[src/rtl/gt_pkg.sv]
package gt_pkg;
  typedef enum logic [1:0] {
    POL_CHOP  = 2'd0,
    POL_JAM   = 2'd1,
    POL_ROUND = 2'd2,
    POL_SPARE = 2'd3
  } trunc_policy_e;
endpackage

[src/rtl/gt_policy.sv]
module gt_policy
  import gt_pkg::*;
#(
  parameter int GUARD_W = 3
) (
  input  logic [1:0]         mode,
  input  logic [GUARD_W-1:0] guard,
  output logic               do_inc,
  output logic               do_jam,
  output logic               lost
);
  trunc_policy_e pol;

  always_comb begin
    pol    = trunc_policy_e'(mode);
    lost   = |guard;
    do_inc = 1'b0;
    do_jam = 1'b0;
    case (pol)
      POL_JAM:   do_jam = lost;
      POL_ROUND: do_inc = guard[GUARD_W-1];
      default:   begin
        do_inc = 1'b0;
        do_jam = 1'b0;
      end
    endcase
  end
endmodule

[src/rtl/gt_round_add.sv]
module gt_round_add #(
  parameter int KEEP_W = 24
) (
  input  logic [KEEP_W-1:0] kept,
  input  logic              do_inc,
  input  logic              do_jam,
  output logic [KEEP_W-1:0] sum,
  output logic              carry
);
  logic [KEEP_W:0] wide;

  always_comb begin
    wide = {1'b0, kept} + {{KEEP_W{1'b0}}, do_inc};
    sum  = wide[KEEP_W-1:0];
    if (do_jam) sum[0] = 1'b1;
    carry = wide[KEEP_W];
  end
endmodule

[src/rtl/gt_renorm.sv]
module gt_renorm #(
  parameter int KEEP_W = 24,
  parameter int EXP_W  = 8
) (
  input  logic [KEEP_W-1:0] sum,
  input  logic              carry,
  input  logic [EXP_W-1:0]  exp_in,
  output logic [KEEP_W-1:0] sig_n,
  output logic [EXP_W-1:0]  exp_n,
  output logic              ovf
);
  localparam logic [EXP_W-1:0] EXP_MAX  = '1;
  localparam logic [EXP_W-1:0] EXP_LAST = EXP_MAX - 1'b1;

  always_comb begin
    sig_n = sum;
    exp_n = exp_in;
    ovf   = 1'b0;
    if (carry) begin
      sig_n = {1'b1, sum[KEEP_W-1:1]};
      if (exp_in == EXP_LAST || exp_in == EXP_MAX) begin
        exp_n = EXP_MAX;
        ovf   = 1'b1;
      end else begin
        exp_n = exp_in + 1'b1;
      end
    end
  end
endmodule

[src/rtl/guard_trunc_unit.sv]
module guard_trunc_unit #(
  parameter int FRAC_W  = 23,
  parameter int GUARD_W = 3,
  parameter int EXP_W   = 8
) (
  input  logic                       clk,
  input  logic                       rst,
  input  logic                       in_valid,
  input  logic [1:0]                 mode,
  input  logic [FRAC_W+GUARD_W:0]    sig_in,
  input  logic [EXP_W-1:0]           exp_in,
  output logic                       out_valid,
  output logic [FRAC_W:0]            sig_out,
  output logic [EXP_W-1:0]           exp_out,
  output logic                       inexact,
  output logic                       overflow
);
  localparam int KEEP_W = FRAC_W + 1;
  localparam int IN_W   = FRAC_W + GUARD_W + 1;
  localparam logic [EXP_W-1:0] EXP_MAX = '1;

  logic [KEEP_W-1:0]  kept;
  logic [GUARD_W-1:0] guard;
  logic               do_inc, do_jam, lost;
  logic [KEEP_W-1:0]  sum;
  logic               carry;
  logic [KEEP_W-1:0]  sig_n;
  logic [EXP_W-1:0]   exp_n;
  logic               ovf_n;

  assign kept  = sig_in[IN_W-1:GUARD_W];
  assign guard = sig_in[GUARD_W-1:0];

  gt_policy #(.GUARD_W(GUARD_W)) u_policy (
    .mode   (mode),
    .guard  (guard),
    .do_inc (do_inc),
    .do_jam (do_jam),
    .lost   (lost)
  );

  gt_round_add #(.KEEP_W(KEEP_W)) u_add (
    .kept   (kept),
    .do_inc (do_inc),
    .do_jam (do_jam),
    .sum    (sum),
    .carry  (carry)
  );

  gt_renorm #(.KEEP_W(KEEP_W), .EXP_W(EXP_W)) u_renorm (
    .sum    (sum),
    .carry  (carry),
    .exp_in (exp_in),
    .sig_n  (sig_n),
    .exp_n  (exp_n),
    .ovf    (ovf_n)
  );

  always_ff @(posedge clk) begin
    if (rst) begin
      out_valid <= 1'b0;
      sig_out   <= '0;
      exp_out   <= '0;
      inexact   <= 1'b0;
      overflow  <= 1'b0;
    end else begin
      out_valid <= in_valid;
      if (in_valid) begin
        sig_out  <= sig_n;
        exp_out  <= exp_n;
        inexact  <= lost;
        overflow <= ovf_n;
      end
    end
  end


  valid_follow_chk: assert property (@(posedge clk) disable iff (rst)
    in_valid |=> out_valid);


  hold_idle_chk: assert property (@(posedge clk) disable iff (rst)
    !in_valid |=> ($stable(sig_out) && $stable(exp_out) && $stable(inexact) && $stable(overflow)));


  lead_one_chk: assert property (@(posedge clk) disable iff (rst)
    (in_valid && sig_in[IN_W-1]) |=> sig_out[FRAC_W]);


  exact_pass_chk: assert property (@(posedge clk) disable iff (rst)
    (in_valid && guard == '0) |=> (!inexact && sig_out == $past(kept) && exp_out == $past(exp_in)));


  no_overflow_chk: assert property (@(posedge clk) disable iff (rst)
    overflow |-> (exp_out == EXP_MAX && sig_out[FRAC_W-1:0] == '0));


  chop_exact_exp_chk: assert property (@(posedge clk) disable iff (rst)
    (in_valid && mode != 2'd2) |=> (exp_out == $past(exp_in) && !overflow));
endmodule

[config.mk]
export PLATFORM = sky130hd
export DESIGN_NAME = guard_trunc_unit
export DESIGN_NICKNAME = d
export VERILOG_FILES = /design/src/rtl/gt_pkg.sv /design/src/rtl/gt_policy.sv /design/src/rtl/gt_round_add.sv /design/src/rtl/gt_renorm.sv /design/src/rtl/guard_trunc_unit.sv
export SDC_FILE = /design/constraint.sdc
export NUM_CORES = 1
export LEC_CHECK = 0
export CELL_PAD_IN_SITES_DETAIL_PLACEMENT = 1
export CELL_PAD_IN_SITES_GLOBAL_PLACEMENT = 1
export CORE_MARGIN = 2
export CORE_UTILIZATION = 34
export CTS_CLUSTER_DIAMETER = 60
export DETAILED_ROUTE_END_ITERATION = 8
export GPL_ROUTABILITY_DRIVEN = 0
export HOLD_SLACK_MARGIN = 0.15
export PLACE_DENSITY_LB_ADDON = 0.05
export SLEW_MARGIN = 25
export SYNTH_ARGS = -nofsm -noshare
export SYNTH_HDL_FRONTEND = slang
export SYNTH_SLANG_ARGS = --single-unit
[constraint.sdc]
create_clock -name clk -period 3.8 [get_ports clk]
set_input_delay 0.95 -clock clk [delete_from_list [all_inputs] [get_ports clk]]
set_output_delay 0.95 -clock clk [all_outputs]
set_load 0.02 [all_outputs]
; Yosys cells after proc, flatten, opt, wreduce, memory -nomap -nowiden
; Index checks and enable logic that the tools add are counted.
[classes]
reduce_logical = 2
n_addsub = 2
mux = 8
n_eq_ne = 4
[op_table]
columns = cell, n
row1 = $add 24x1->25, 1
row2 = $mux 24, 1
row3 = $eq 8x8->1 const B, 2
row4 = $mux 8, 2
row5 = $add 8x1->8 const B, 1
row6 = $mux 1, 5
row7 = $reduce_or 3->1, 1
row8 = $eq 2x1->1 const B, 1
row9 = $eq 2x2->1 const B, 1
row10 = $logic_or 1x1->1, 1
[totals]
out_inout_bits = 35
elab_cells = 21
in_bits = 40
regBits = 35

; Logic depth before layout (Yosys ltp)
; Gate-level depths: netlist of run 1.
[logic_depth]
ltp_word = 5
ltp_mapped = 9
mapped_depth_nobuf = 8

; Hierarchy
; Synthesis of run 1 repeated with hierarchy kept, for this count alone.
[hier_totals]
cells_unflattened = 243
area_unflattened_um2 = 2272.2
[by_module_without_submodules]
columns = mod, instances, cells_each, seq_area_each_um2, area_per_inst_um2
row1 = guard_trunc_unit, 1, 112, 700.7, 1263.7
row2 = gt_renorm, 1, 61, 0.0, 509.2
row3 = gt_round_add, 1, 67, 0.0, 470.5
row4 = gt_policy, 1, 3, 0.0, 28.8

; Worst setup path before layout of run 1
; Ideal clock, no wire load.
[synth_timing]
path_kind = input to register
from = in mode[0]
to = reg sig_out[12]
path_slack_ns = 0.916
t_required_ns = 3.683
path_buffers = 0
path_stages = 8
arrival_time_ns = 2.767
setup_time_ns = 0.117
path_cell_list = and3b_1 ha_1 ha_1 nand3_1 or4_4 nor2_2 a21oi_1 a22o_1
[synth_via]
elab_chain_cells = 4
[synth_rtl]
columns = item, line_no
row1 = "start, declared", guard_trunc_unit.sv:9  ; input logic [1:0] mode,
row2 = $eq 2x2->1, gt_policy.sv:19  ; case (pol)
row3 = $mux 1, gt_policy.sv:19
row4 = $add 24x1->25, gt_round_add.sv:13  ; wide = {1'b0, kept} + {{KEEP_W{1'b0}}, do_inc};
row5 = $mux 24, gt_renorm.sv:19  ; if (carry) begin
row6 = "end signal, assigned", guard_trunc_unit.sv:69  ; sig_out <= sig_n;
row7 = "end, declared", guard_trunc_unit.sv:13  ; output logic [FRAC_W:0] sig_out,
; No other way between the ends.
; A chain may end at the register's enable or synchronous reset.

; Worst setup path after layout of run 1
[layout_timing]
from = in sig_in[2]
to = reg sig_out[2]
[layout_via]
elab_chain_cells = 3
[layout_rtl]
columns = item, line_no
row1 = "start, declared", guard_trunc_unit.sv:10  ; input logic [FRAC_W+GUARD_W:0] sig_in,
row2 = $mux 1, gt_policy.sv:19
row3 = $add 24x1->25, gt_round_add.sv:13
row4 = $mux 24, gt_renorm.sv:19
; No other way between the ends.

==> run_results.csv, run 1 <==
group,metric,value,unit
logic_synthesis,synth_edf_count,0,
critical_path,worstPathArrival,3490,ps
logic_synthesis,synth.area.top_cells,"dfxtp_1, xnor2_1, nand3_1",
timing,fmax,304,MHz
timing,clock_skew,0,ps
min_path,min_path_type,"reg -> reg",
critical_path,r2r-start,"exp_out[4]",
die,rows,27,
run,drv_cap,0,
clock_tree,cts_resized,0,
critical_path,cpLargestDelayFamily,"simple AND/OR/NAND/NOR gates",
placement,placed_area,2830,um2
global_routing,grt.total_usage,20.1,%
critical_path,reg2reg_setup_slack,2920,ps
timing,setup_viol,0,
critical_path,cp_common_cell,"ha_1",
timing,rsz0062_at_grt,"no",
pwr,total_power,899,uW
critical_path,reg2reg_depth,3,
critical_path,start_kind,"input port",
min_path,min_from,"sig_out[21]",
clock_tree,cts_sinks,35,
placement,dp_hpwl,4770,um
placement,port_buffers,74,
global_routing,grt_pass1_wl,10000,um
clock_tree,clk_latency,290,ps
outcome,status,"finished clean",
logic_synthesis,ys_seq_area_share,35.0,%
detailed_routing,viasPerCell,5.31,
clock_tree,cts_root_buf,"clkbuf_8",
clock_tree,cts_tree,"built",
logic_synthesis,synth_area,2000,um2
detailed_routing,avgRoutedWirePerCell,15.9,um
cells_and_area,final_core_util,52.1,%
clock_tree,cts_setup_buffers,0,
global_routing,grt_overflow,0,
logic_synthesis,ys_seq_elements,35,
timing,final_hold_viol_count,0,
critical_path,reg2reg_to,"exp_out[4]",
critical_path,crit_chain,"clkdlybuf4s50_1 -> and3b_1 -> ha_1 -> ha_1 -> nand3_1 -> or4_4 -> nor2_2 -> a21oi_1 -> a22o_1",
pwr,powerDensity,307,nW/um2
detailed_routing,drtIter0Drc,108,
min_path,min_to,"sig_out[21]",
logic_synthesis,yosys_warnings,0,
logic_synthesis,synthTopCellsByCount,"dfxtp_1, nand2_1, nand3_1, nor2_1, xnor2_1",
timing,period_share,86.6,%
logic_synthesis,synthArstFlopShare,0,%
clock_tree,clockBufferDepth,2,
logic_synthesis,synth_cells,243,
timing,fin_setup_tns,0,ps
clock_tree,postCtsHoldBufs,0,
logic_synthesis,syn_nets,287,
detailed_routing,dr.pass1.iters,4,
timing,maxSlewViolCount,0,
timing,fin_crit,3290,ps
cells_and_area,nFillCells,696,
detailed_routing,drtAntennaViolNets,0,
detailed_routing,drc,0,
logic_synthesis,yosysTopAreaCell,"dfxtp_1",
logic_synthesis,syn_area_per_cell,8.23,um2
die,dieWidth,80.7,um
timing,worstMarginPinSlew,855,ps
clock_tree,cts_buffers,5,
detailed_routing,vias,2082,
timing,max-slew-margin-rel,42.8,%
die,die_h,80.7,um
critical_path,cp_data_required_time,4000,ps
cells_and_area,antenna_cells,0,
die,initial_core_util,35.7,%
die,die_area,6510,um2
cells_and_area,stdcell_count,392,
critical_path,slowest_stage,"or4_4",
pwr,ir_drop,206,uV
min_path,hold_depth,2,
critical_path,worstSetupEndpointType,"flip-flop",
placement,dp.cells,384,
logic_synthesis,ys_types,45,
global_routing,antenna_found_initial,0,
cells_and_area,finish.instance_area,2920,um2
clock_tree,clk_pin_slew,90,ps
logic_synthesis,synth_top_flop_cell,"dfxtp_1",
critical_path,cp.buffers_inverters,1,
critical_path,critical-path-max-stage-delay,620,ps
clock_tree,htree_levels,2,
die,coreArea,5610,um2
die,boundaryPins,75,
global_routing,grt_pass1_vias,2073,
cells_and_area,synthToLayoutAreaGrowth,46.2,%
critical_path,cp_max_fo,6,
cells_and_area,fin_nets,363,
cells_and_area,drive_gt1_share,8.44,%
global_routing,grt_max_degree,23,
pwr,leakage,1.04,nW
logic_synthesis,yosysMostFrequentCell,"dfxtp_1",
detailed_routing,wl,6230,um
logic_synthesis,synth_top_area_share,35.0,%
critical_path,crit_type,"in -> reg",
[per-layer routing]
| metal | wire length [um] | part of all wire, % | up-vias | GRT usage, % |
|---|---|---|---|---|
| li1 | - | - | 1035 | - |
| met1 | 2890 | 46 | 986 | 25.6 |
| met2 | 3000 | 48 | 54 | 33.7 |
| met3 | 265 | 4.3 | 7 | 5.28 |
| met4 | 76 | 1.2 | 0 | 5.25 |
| met5 | 0 | 0 | - | 0 |
[cell families after synthesis]
| family | after synthesis | share of synthesized area [%] |
|---|---|---|
| xor gates and xnor gates | 23 | 10.1 |
| AOI/OAI and AO/OA | 49 | 16.6 |
| buffers and inverters | 19 | 3.63 |
| and+or+nand+nor | 110 | 30.7 |
| muxes | 3 | 1.50 |
| DFF | 35 | 35.0 |
| adders and majority gates | 4 | 2.50 |
[through the flow]
stage	setup slack, ps	hold slack, ps
floorplan	916	523
global placement	302	436
detailed placement	197	450
CTS	529	462
global route	373	496
finish	510	453
[registers in the layout, summed over array words and instances (netlist names)]
| signal | count |
|---|---|
| out_valid | 1 |
| sig_out | 24 |
| exp_out | 8 |
| overflow | 1 |
| inexact | 1 |
[worst min-delay path, cell delays in order (launching register included)]
cell and delay (ps):
dfxtp_1 320, nand2_1 50, o21ai_1 50
[how the worst max path moves through the flow]
stage / from / to / depth (start not counted)
5_1_grt: mode[1] / sig_out[14] / 9
4_1_cts: sig_in[2] / sig_out[2] / 9
6_report: sig_in[2] / sig_out[2] / 9
2_1_floorplan: mode[0] / sig_out[12] / 8
3_3_place_gp: sig_in[2] / sig_out[14] / 9
3_5_place_dp: sig_in[2] / sig_out[4] / 9
[cell type report]
class                           count  area [um2]  share of cell area [%]
Clock inverter                      3        25.0                   0.856
Timing Repair Buffer               79         778                    26.6
Multi-Input combinational cell    189        1230                    42.0
Tap cell                           72        90.1                    3.08
Inverter                            9        33.8                    1.16
Sequential cell                    35         701                    24.0
Clock buffer                        5        68.8                    2.35
[cell usage in the layout (no fill, tap or decap), types with 2 or more instances in the layout]
master and count:
a311oi_1 2, o21ai_0 11, a211oi_1 2, nand4_1 12, mux2i_1 3, buf_4 5, o21ai_1 2, xnor2_1 18
or3_1 3, nor2_1 20, nor3_2 4, xor2_1 5, a21oi_1 13, nor4_1 2, clkbuf_8 5, clkdlybuf4s50_1 74
and3_1 5, clkinv_4 2, nor3_1 7, nand2_1 24, nand3_1 20, and4_1 3, dfxtp_1 35, a22o_1 4
ha_1 4, a211oi_2 3, inv_1 9, a31oi_1 4
[where the power goes]
part | total, mW | leakage, nW | internal [mW] | switching (mW)
Combinational | 0.210 | 0.701 | 0.106 | 0.104
Clock | 0.288 | 0.0443 | 0.131 | 0.157
Sequential | 0.401 | 0.289 | 0.389 | 0.0119
Total | 0.899 | 1.04 | 0.626 | 0.273
(Power assumes the default switching activity.)
==> run 2: changes to the inputs <==
--- a/config.mk
+++ b/config.mk
@@ -5,6 +5,7 @@
 export SDC_FILE = /design/constraint.sdc
 export NUM_CORES = 1
 export LEC_CHECK = 0
+export CAP_MARGIN = 30
 export CELL_PAD_IN_SITES_DETAIL_PLACEMENT = 1
 export CELL_PAD_IN_SITES_GLOBAL_PLACEMENT = 1
 export CORE_MARGIN = 2
@@ -14,7 +15,6 @@
 export GPL_ROUTABILITY_DRIVEN = 0
 export HOLD_SLACK_MARGIN = 0.15
 export PLACE_DENSITY_LB_ADDON = 0.05
-export SLEW_MARGIN = 25
 export SYNTH_ARGS = -nofsm -noshare
 export SYNTH_HDL_FRONTEND = slang
 export SYNTH_SLANG_ARGS = --single-unit
==> results of run 2 <==
Final layout, timing and power as in run 1 (identical DEF).
==> run 3: changes to the inputs <==
--- a/config.mk
+++ b/config.mk
@@ -10,7 +10,7 @@
 export CELL_PAD_IN_SITES_GLOBAL_PLACEMENT = 1
 export CORE_MARGIN = 2
 export CORE_UTILIZATION = 34
-export CTS_CLUSTER_DIAMETER = 60
+export CTS_CLUSTER_DIAMETER = 80
 export DETAILED_ROUTE_END_ITERATION = 8
 export GPL_ROUTABILITY_DRIVEN = 0
 export HOLD_SLACK_MARGIN = 0.15
==> results of run 3 <==
Final layout, timing and power as in run 1 (identical DEF).
